## src/rtl/fap_pkg.sv

```systemverilog
package fap_pkg;

    typedef enum logic [2:0] {
        OP_ADD   = 3'd0,
        OP_SUB   = 3'd1,
        OP_AND   = 3'd2,
        OP_OR    = 3'd3,
        OP_XOR   = 3'd4,
        OP_SHL   = 3'd5,
        OP_SHR   = 3'd6,
        OP_PASSB = 3'd7
    } alu_op_e;

    typedef enum logic [1:0] {
        SRC_FILE = 2'd0,
        SRC_WB   = 2'd1,
        SRC_ALU  = 2'd2
    } opnd_src_e;

    localparam logic [63:0] INIT_MULT = 64'h0000_0000_9E37_79B1;

endpackage

```

## src/rtl/fap_alu.sv

```systemverilog
module fap_alu
    import fap_pkg::*;
#(
    parameter int DW = 32
) (
    input  alu_op_e         op,
    input  logic [DW-1:0]   a,
    input  logic [DW-1:0]   b,
    output logic [DW-1:0]   y
);
    localparam int SHW = (DW > 1) ? $clog2(DW) : 1;

    logic [SHW-1:0] shamt;
    assign shamt = b[SHW-1:0];

    always_comb begin
        unique case (op)
            OP_ADD:   y = a + b;
            OP_SUB:   y = a - b;
            OP_AND:   y = a & b;
            OP_OR:    y = a | b;
            OP_XOR:   y = a ^ b;
            OP_SHL:   y = a << shamt;
            OP_SHR:   y = a >> shamt;
            default:  y = b;
        endcase
    end
endmodule

```

## src/rtl/fap_fwd_sel.sv

```systemverilog
module fap_fwd_sel
    import fap_pkg::*;
#(
    parameter int DW = 32,
    parameter int AW = 4
) (
    input  logic [AW-1:0] src,
    input  logic [AW-1:0] ex_dst,
    input  logic          ex_kill,
    input  logic [AW-1:0] wb_dst,
    input  logic          wb_kill,
    input  logic [DW-1:0] alu_val,
    input  logic [DW-1:0] wb_val,
    input  logic [DW-1:0] file_val,
    output logic [DW-1:0] operand
);
    opnd_src_e pick;

    always_comb begin
        if (src == ex_dst && !ex_kill)
            pick = SRC_ALU;
        else if (src == wb_dst && !wb_kill)
            pick = SRC_WB;
        else
            pick = SRC_FILE;
    end

    always_comb begin
        unique case (pick)
            SRC_ALU: operand = alu_val;
            SRC_WB:  operand = wb_val;
            default: operand = file_val;
        endcase
    end
endmodule

```

## src/rtl/fap_regfile.sv

```systemverilog
module fap_regfile
    import fap_pkg::*;
#(
    parameter int DW    = 32,
    parameter int DEPTH = 16,
    parameter int AW    = 4
) (
    input  logic                  clk,
    input  logic                  rst,
    input  logic [1:0][AW-1:0]    rd_addr,
    output logic [1:0][DW-1:0]    rd_data,
    input  logic [AW-1:0]         obs_addr,
    output logic [DW-1:0]         obs_data,
    input  logic                  wr_en,
    input  logic [AW-1:0]         wr_addr,
    input  logic [DW-1:0]         wr_data
);
    logic [DEPTH-1:0][DW-1:0] mem;

    function automatic logic [DW-1:0] init_word(input int idx);
        logic [63:0] prod;
        prod = 64'(idx + 1) * INIT_MULT;
        return DW'(prod);
    endfunction

    function automatic logic [DW-1:0] fetch(input logic [AW-1:0] a,
                                            input logic [DEPTH-1:0][DW-1:0] m);
        if (int'(a) < DEPTH) return m[a];
        return '0;
    endfunction

    always_ff @(posedge clk) begin
        if (rst) begin
            for (int i = 0; i < DEPTH; i++) mem[i] <= init_word(i);
        end else if (wr_en && int'(wr_addr) < DEPTH) begin
            mem[wr_addr] <= wr_data;
        end
    end

    for (genvar p = 0; p < 2; p++) begin : g_rd
        assign rd_data[p] = fetch(rd_addr[p], mem);
    end
    assign obs_data = fetch(obs_addr, mem);

    // with no write enabled the whole array holds.
    p_hold_no_write_r6: assert property (@(posedge clk) disable iff (rst)
        !wr_en |=> $stable(mem));

    // an enabled write is observable at its address one edge later.
    p_write_lands_r1: assert property (@(posedge clk) disable iff (rst)
        (wr_en && int'(wr_addr) < DEPTH) |=> mem[$past(wr_addr)] == $past(wr_data));
endmodule

```

## src/rtl/fwd_alu_pipe.sv

```systemverilog
module fwd_alu_pipe
    import fap_pkg::*;
#(
    parameter int DW    = 32,
    parameter int DEPTH = 16,
    parameter int AW    = (DEPTH > 1) ? $clog2(DEPTH) : 1
) (
    input  logic          clk,
    input  logic          rst,
    input  logic [2:0]    in_op,
    input  logic [AW-1:0] in_src_a,
    input  logic [AW-1:0] in_src_b,
    input  logic [AW-1:0] in_dst,
    input  logic          in_squash,
    input  logic [AW-1:0] dbg_addr,
    output logic [DW-1:0] dbg_data
);
    // Execute stage (one cycle after issue)
    alu_op_e              ex_op;
    logic [AW-1:0]        ex_dst;
    logic                 ex_kill;
    logic [1:0][DW-1:0]   ex_opnd;
    logic [DW-1:0]        alu_y;

    // Write-back stage (two cycles after issue)
    logic [AW-1:0]        wb_dst;
    logic                 wb_kill;
    logic [DW-1:0]        wb_val;

    logic [1:0][AW-1:0]   src_vec;
    logic [1:0][DW-1:0]   file_rd;
    logic [1:0][DW-1:0]   opnd_next;

    assign src_vec = {in_src_b, in_src_a};

    fap_regfile #(.DW(DW), .DEPTH(DEPTH), .AW(AW)) u_rf (
        .clk      (clk),
        .rst      (rst),
        .rd_addr  (src_vec),
        .rd_data  (file_rd),
        .obs_addr (dbg_addr),
        .obs_data (dbg_data),
        .wr_en    (!wb_kill),
        .wr_addr  (wb_dst),
        .wr_data  (wb_val)
    );

    for (genvar p = 0; p < 2; p++) begin : g_port
        fap_fwd_sel #(.DW(DW), .AW(AW)) u_sel (
            .src      (src_vec[p]),
            .ex_dst   (ex_dst),
            .ex_kill  (ex_kill),
            .wb_dst   (wb_dst),
            .wb_kill  (wb_kill),
            .alu_val  (alu_y),
            .wb_val   (wb_val),
            .file_val (file_rd[p]),
            .operand  (opnd_next[p])
        );
    end

    fap_alu #(.DW(DW)) u_alu (
        .op (ex_op),
        .a  (ex_opnd[0]),
        .b  (ex_opnd[1]),
        .y  (alu_y)
    );

    always_ff @(posedge clk) begin
        if (rst) begin
            ex_op   <= OP_ADD;
            ex_dst  <= '0;
            ex_kill <= 1'b1;
            ex_opnd <= '0;
            wb_dst  <= '0;
            wb_kill <= 1'b1;
            wb_val  <= '0;
        end else begin
            ex_op   <= alu_op_e'(in_op);
            ex_dst  <= in_dst;
            ex_kill <= in_squash;
            ex_opnd <= opnd_next;
            wb_dst  <= ex_dst;
            wb_kill <= ex_kill;
            wb_val  <= alu_y;
        end
    end

    // a live-result match loads the ALU output into the operand register.
    p_fwd_live_r3: assert property (@(posedge clk) disable iff (rst)
        (in_src_a == ex_dst && !ex_kill) |=> ex_opnd[0] == $past(alu_y));

    // a write-back match without a newer match loads the pending value.
    p_fwd_wb_r4: assert property (@(posedge clk) disable iff (rst)
        (in_src_b == wb_dst && !wb_kill && !(in_src_b == ex_dst && !ex_kill))
        |=> ex_opnd[1] == $past(wb_val));

    // identical sources give identical operands.
    p_same_src_r8: assert property (@(posedge clk) disable iff (rst)
        (in_src_a == in_src_b) |=> ex_opnd[0] == ex_opnd[1]);

    // reset leaves both delayed squash flags set.
    p_reset_kill_r9: assert property (@(posedge clk)
        rst |=> (ex_kill && wb_kill));

    // a squashed instruction's result is not what a later matching reader captures,
    // unless a stage older than it supplies the same value.
    p_no_fwd_squashed_r7: assert property (@(posedge clk) disable iff (rst)
        (in_src_a == ex_dst && ex_kill && !(in_src_a == wb_dst && !wb_kill))
        |=> ex_opnd[0] == $past(file_rd[0]));
endmodule

```

## config.mk

```make
export PLATFORM = sky130hd
export DESIGN_NAME = fwd_alu_pipe
export DESIGN_NICKNAME = d
export VERILOG_FILES = /design/src/rtl/fap_pkg.sv /design/src/rtl/fap_alu.sv /design/src/rtl/fap_fwd_sel.sv /design/src/rtl/fap_regfile.sv /design/src/rtl/fwd_alu_pipe.sv
export SDC_FILE = /design/constraint.sdc
export NUM_CORES = 2
export LEC_CHECK = 0
export CAP_MARGIN = 25
export CORE_MARGIN = 10
export CORE_UTILIZATION = 30
export CTS_BUF_LIST = sky130_fd_sc_hd__clkbuf_4
export DETAILED_ROUTE_END_ITERATION = 6
export GPL_ROUTABILITY_DRIVEN = 0
export PLACE_DENSITY = 0.43
export REMOVE_ABC_BUFFERS = 1
export SETUP_SLACK_MARGIN = 0.15
export SYNTH_ARGS = -nofsm -noshare
export SYNTH_HDL_FRONTEND = slang
export SYNTH_HIERARCHICAL = 1
export SYNTH_SLANG_ARGS = --single-unit
```

## constraint.sdc

```tcl
create_clock -name clk -period 7.9 [get_ports clk]
set_input_delay 1.975 -clock clk [delete_from_list [all_inputs] [get_ports clk]]
set_output_delay 1.975 -clock clk [all_outputs]
set_load 0.1 [all_outputs]
```

==> After elaboration in Yosys (flattened, before gate mapping) <==
Cells that the tools add are included.
{ "op_classes": {"n_addsub": 2, "order_cmp": 5, "eq_ne": 14, "shift": 2, "n_mux": 16, "bitwise": 3, "reduce_logical": 8} }
{ "op_table": {"columns": ["op", "count"], "rows": [
  ["512-bit bitwise mux", 1],
  ["32-bit binary-select mux with 4-bit select", 3],
  ["32-bit one-hot mux with 7 select lines", 1],
  ["32-bit demux with 4-bit select", 1],
  ["32-bit 2-to-1 mux", 4],
  ["32-bit one-hot mux with 2 select lines", 2],
  ["32-bit adder", 1],
  ["32-bit AND", 1],
  ["32-bit bitwise OR", 1],
  ["32-bit by 5-bit left shift with 32-bit output", 1],
  ["32-bit by 5-bit right shift with 32-bit output", 1],
  ["32-bit subtractor", 1],
  ["32-bit XOR", 1],
  ["4-bit by 5-bit < comparator with 1-bit output, second input constant", 4],
  ["4-bit == test", 4],
  ["3-bit == test, second input constant", 3],
  ["3-bit by 2-bit == test with 1-bit output, second input constant", 2],
  ["1-bit logical AND", 5],
  ["2-bit by 1-bit == test with 1-bit output, second input constant", 2],
  ["2-bit == test, second input constant", 2],
  ["4-bit by 1-bit greater-or-equal comparator with 1-bit output, second input constant", 1],
  ["2-bit 2-to-1 mux", 2],
  ["3-bit by 1-bit == test with 1-bit output, second input constant", 1],
  ["3-bit zero test", 1],
  ["2 further kinds", 4]
]} }
{ "word_totals": {"regBits": 621, "inputBits": 22, "out_inout_bits": 32, "wordCells": 74} }

==> Logic depth before layout (Yosys ltp) <==
{ "depth": {"depth_word": 6, "ltp_mapped": 23, "ltp_nobuf": 20} }

==> Cells and area by module <==
The synthesis kept the hierarchy.
{ "modules_own_cells": {"columns": ["module", "instances", "cells_per_inst", "area_each_um2", "seq_area_each_um2"], "rows": [
  ["fap_regfile", 1, 2906, 30456.7, 10249.8],
  ["fap_alu", 1, 1118, 7966.4, 0.0],
  ["fwd_alu_pipe", 1, 231, 3011.6, 2182.1],
  ["fap_fwd_sel", 2, 168, 1098.6, 0.0]
]} }

==> Worst setup path before layout <==
OpenSTA, ideal clock, no wires.
{ "synth_path": {"path_type": "input port to output port", "start": "input dbg_addr[1]", "end": "output dbg_data[11]", "arrival_time_ps": 3698, "required_ps": 5925, "path_slack_ps": 2227, "stages": 6, "n_path_buf": 3, "cell_sequence": "buf_2 buf_2 buf_2 mux4_2 a22oi_1 nand2_1"} }
{ "synth_via": {"elab_chain_cells": 2} }
{ "synth_rtl": {"columns": ["item", "line", "text"], "rows": [
  ["from (decl)", "fwd_alu_pipe.sv:15", "input logic [AW-1:0] dbg_addr,"],
  ["32-bit binary-select mux with 4-bit select", "fap_regfile.sv:28", "if (int'(a) < DEPTH) return m[a];"],
  ["32-bit 2-to-1 mux (implied by the code)", "fap_regfile.sv:28", null],
  ["to (decl)", "fwd_alu_pipe.sv:16", "output logic [DW-1:0] dbg_data"]
]} }
Every way passes these cells. The select of a mux whose other input is x is not followed.

==> Worst setup path after layout <==
{ "layout_path": {"start": "input dbg_addr[3]", "end": "output dbg_data[31]"} }
The elaborated chain is that of the path after synthesis.

==> metrics.cfg <==
[outcome]
status=completed

[sta]
slew_headroom=0.240
layout_min_cycle_time_ns=6.42
tns_ns=0
drv_slew=0
holdWs_ns=0.498
final-setup-viol-count=0
timing.fmax_ghz=0.156
finalHoldViolations=0
period_share=0.813
clock_skew_ns=0.0802
rsz0062_at_grt=false
worst_pin_slew_ns=1.14

[cells_and_area]
final_cell_area_sq_mm=0.0474
fin_nets=4501
drive_gt1_frac=0.217
nFillCells=14900
regArea_sq_mm=0.0124
area_growth_pct=8.73
final_core_util=0.329
finalNonFillerCells=6421
multi_input_area_sq_mm=0.0287

[setup_path]
critPathArrivalTime_ns=4.45
path_cells=clkdlybuf4s50_1 -> nor2b_4 -> buf_4 -> a22oi_1 -> nand2_1 -> buf_4
critical_path.max_stage_delay_ns=0.64
end_kind=output port
required_ns=5.93
crit_slowest_cell=nor2b_4
crit_fanout=14
crit_type=in -> out
cp-start-kind=input pin
cpMostUsedCell=buf_4

[synthesis]
yosysMostFrequentCell=dfxtp_1
synth_area_leaders=dfxtp_1, mux4_2, a211o_1
synth_top_family_by_area=multiplexers
synth-edff-count=0
yosysTopAreaCellShare=0.285
ys.flop_type=dfxtp_1
synth_seq_cells=621
synthArstFlopShare=0
avgSynthCellArea_sq_um=9.50
synth_top_cell_by_area=dfxtp_1
synth-compound-area-share=0.226
yosys_warnings=6
synth_area_sq_mm=0.0436
synthTopCellsByCount=dfxtp_1, mux4_2, a21oi_1
synthAdderAreaFrac=0.0283
synth_xor_area_frac=0.0114
seq_area_frac_synth=0.285
yosys.area_share.simple=0.151
syn_inst=4591
synth.distinct_cells=93
synthMuxAreaShare=0.236

[power_and_ir_drop]
vdd_drop_max_mv=0.0810
switching_share=0.371
p_int_mw=5.50
power.switching_mw=3.25
comb_power_share=0.247
p_seq_frac=0.400
p_leak_nw=16.8
p_clk_frac=0.353
pwr_density_cell_mw_per_mm2=184

[floorplan]
die_h_um=401
initial_core_util=0.303
io_pins=54
placementRows=139
die_w_um=401
core_area_sq_mm=0.144
die-area_sq_mm=0.161

[route]
drc=0
via_per_inst=6.39
vias=41100
firstDrtPassIters=6
first_iter_violations=4690
wl_per_cell_um=31.7
ant_nets=0
drt-total-wl_um=204000

[clocking]
cts_tree=built
cts_setup_buffers=0
h-tree-depth=4
cts_buffer_depth=3
ctsHoldBuffers=0
clock_latency_ns=1.19
cts_sinks=621
clkTransAtPathRegs_ns=0.05
post_cts_resized=0
cts_inserted_buffers=181
clockRootBuffer=clkbuf_4

[grt]
grt.total_usage=0.242
antenna_found_initial=6
first_global_vias=39900
gr-total-overflow=0
grt_max_degree=207
grt_pass1_wl_um=294000

[place]
placed_area_sq_mm=0.0452
numPlacedInstances=6100
port_buffers=53
hpwl_um=117000

[min_path]
hold_path.class=reg -> reg

[job]
cap_violations=0

-- critical path: cells and delay by family --
kind	cells	cell delay, ns
AOI/OAI and AO/OA	1	0.18
buffers and inverters	3	1.44
and+or+nand+nor	2	0.82
-- power groups by stage --
stage,combinational [mW],clock [mW],sequential [mW]
floorplan,1.27,0,3.44
global placement,2.11,0,3.56
detailed placement,2.12,0,3.56
CTS,2.13,3.18,3.49
global route,2.27,3.34,3.51
finish,2.16,3.09,3.50
-- through the flow --
step / power, mW / worst slack (ns)
3_5_place_dp: 5.67 / 1.57
6_report: 8.74 / 1.48
2_1_floorplan: 4.71 / 1.06
3_3_place_gp: 5.68 / 1.59
4_1_cts: 8.79 / 1.57
5_1_grt: 9.12 / 1.53
-- cells by family after synthesis --
kind of cell    after synthesis
compound gates             1469
simple gates               1243
flops                       621
buf+inv                     618
mux                         486
fa+ha+maj                    98
xor+xnor                     56
-- final timing paths --
kind | startpoint | slack, ns | depth (start not counted) | end
setup / recovery | dbg_addr[3] | 1.48 | 6 | dbg_data[31]
hold / removal | ex_kill | 0.50 | 1 | wb_kill
setup reg to reg | ex_opnd[32] | 2.19 | 19 | ex_opnd[25]
hold reg to reg | ex_kill | 0.50 | 1 | wb_kill
-- registers in the layout (all words and copies together), names as in the netlist --
signal / cells
ex_dst: 4
wb_val: 32
ex_op: 3
u_rf/mem: 512
ex_kill: 1
wb_dst: 4
wb_kill: 1
ex_opnd: 64
-- cell usage in the layout, fill, tap and decap left out, types with 58 or more instances in the layout --
| master | Yosys | final |
|---|---|---|
| and3_1 | 273 | 272 |
| a21oi_1 | 382 | 382 |
| and2b_1 | 62 | 61 |
| mux4_2 | 433 | 433 |
| inv_1 | 70 | 70 |
| nor3_1 | 84 | 83 |
| clkbuf_4 | 0 | 261 |
| dfxtp_1 | 621 | 617 |
| nor2_1 | 160 | 154 |
| buf_4 | 21 | 110 |
| nand2_1 | 173 | 172 |
| ha_1 | 97 | 97 |
| a22oi_1 | 211 | 211 |
| nand3_1 | 337 | 334 |
| a211o_1 | 264 | 264 |
| a31oi_2 | 58 | 58 |
| o21ai_0 | 364 | 364 |
-- layout make-up --
type / count / area share
multi-input combinational: 3352 / 0.604
antenna: 10 / 0.000527
timing repair buffer: 150 / 0.0308
inverter: 75 / 0.00593
clock buffer: 261 / 0.0413
clock inverter: 49 / 0.00462
sequential: 621 / 0.262
tap: 1903 / 0.0502
-- per-layer routing --
metal,track usage,wire (um),vias to the layer above
met5,0,38,-
met4,0.103,8200,6
met3,0.0489,17100,406
met2,0.371,90700,2058
met1,0.328,87600,21200
li1,-,-,17400
Note: power is estimated with default switching activity, not from simulation.
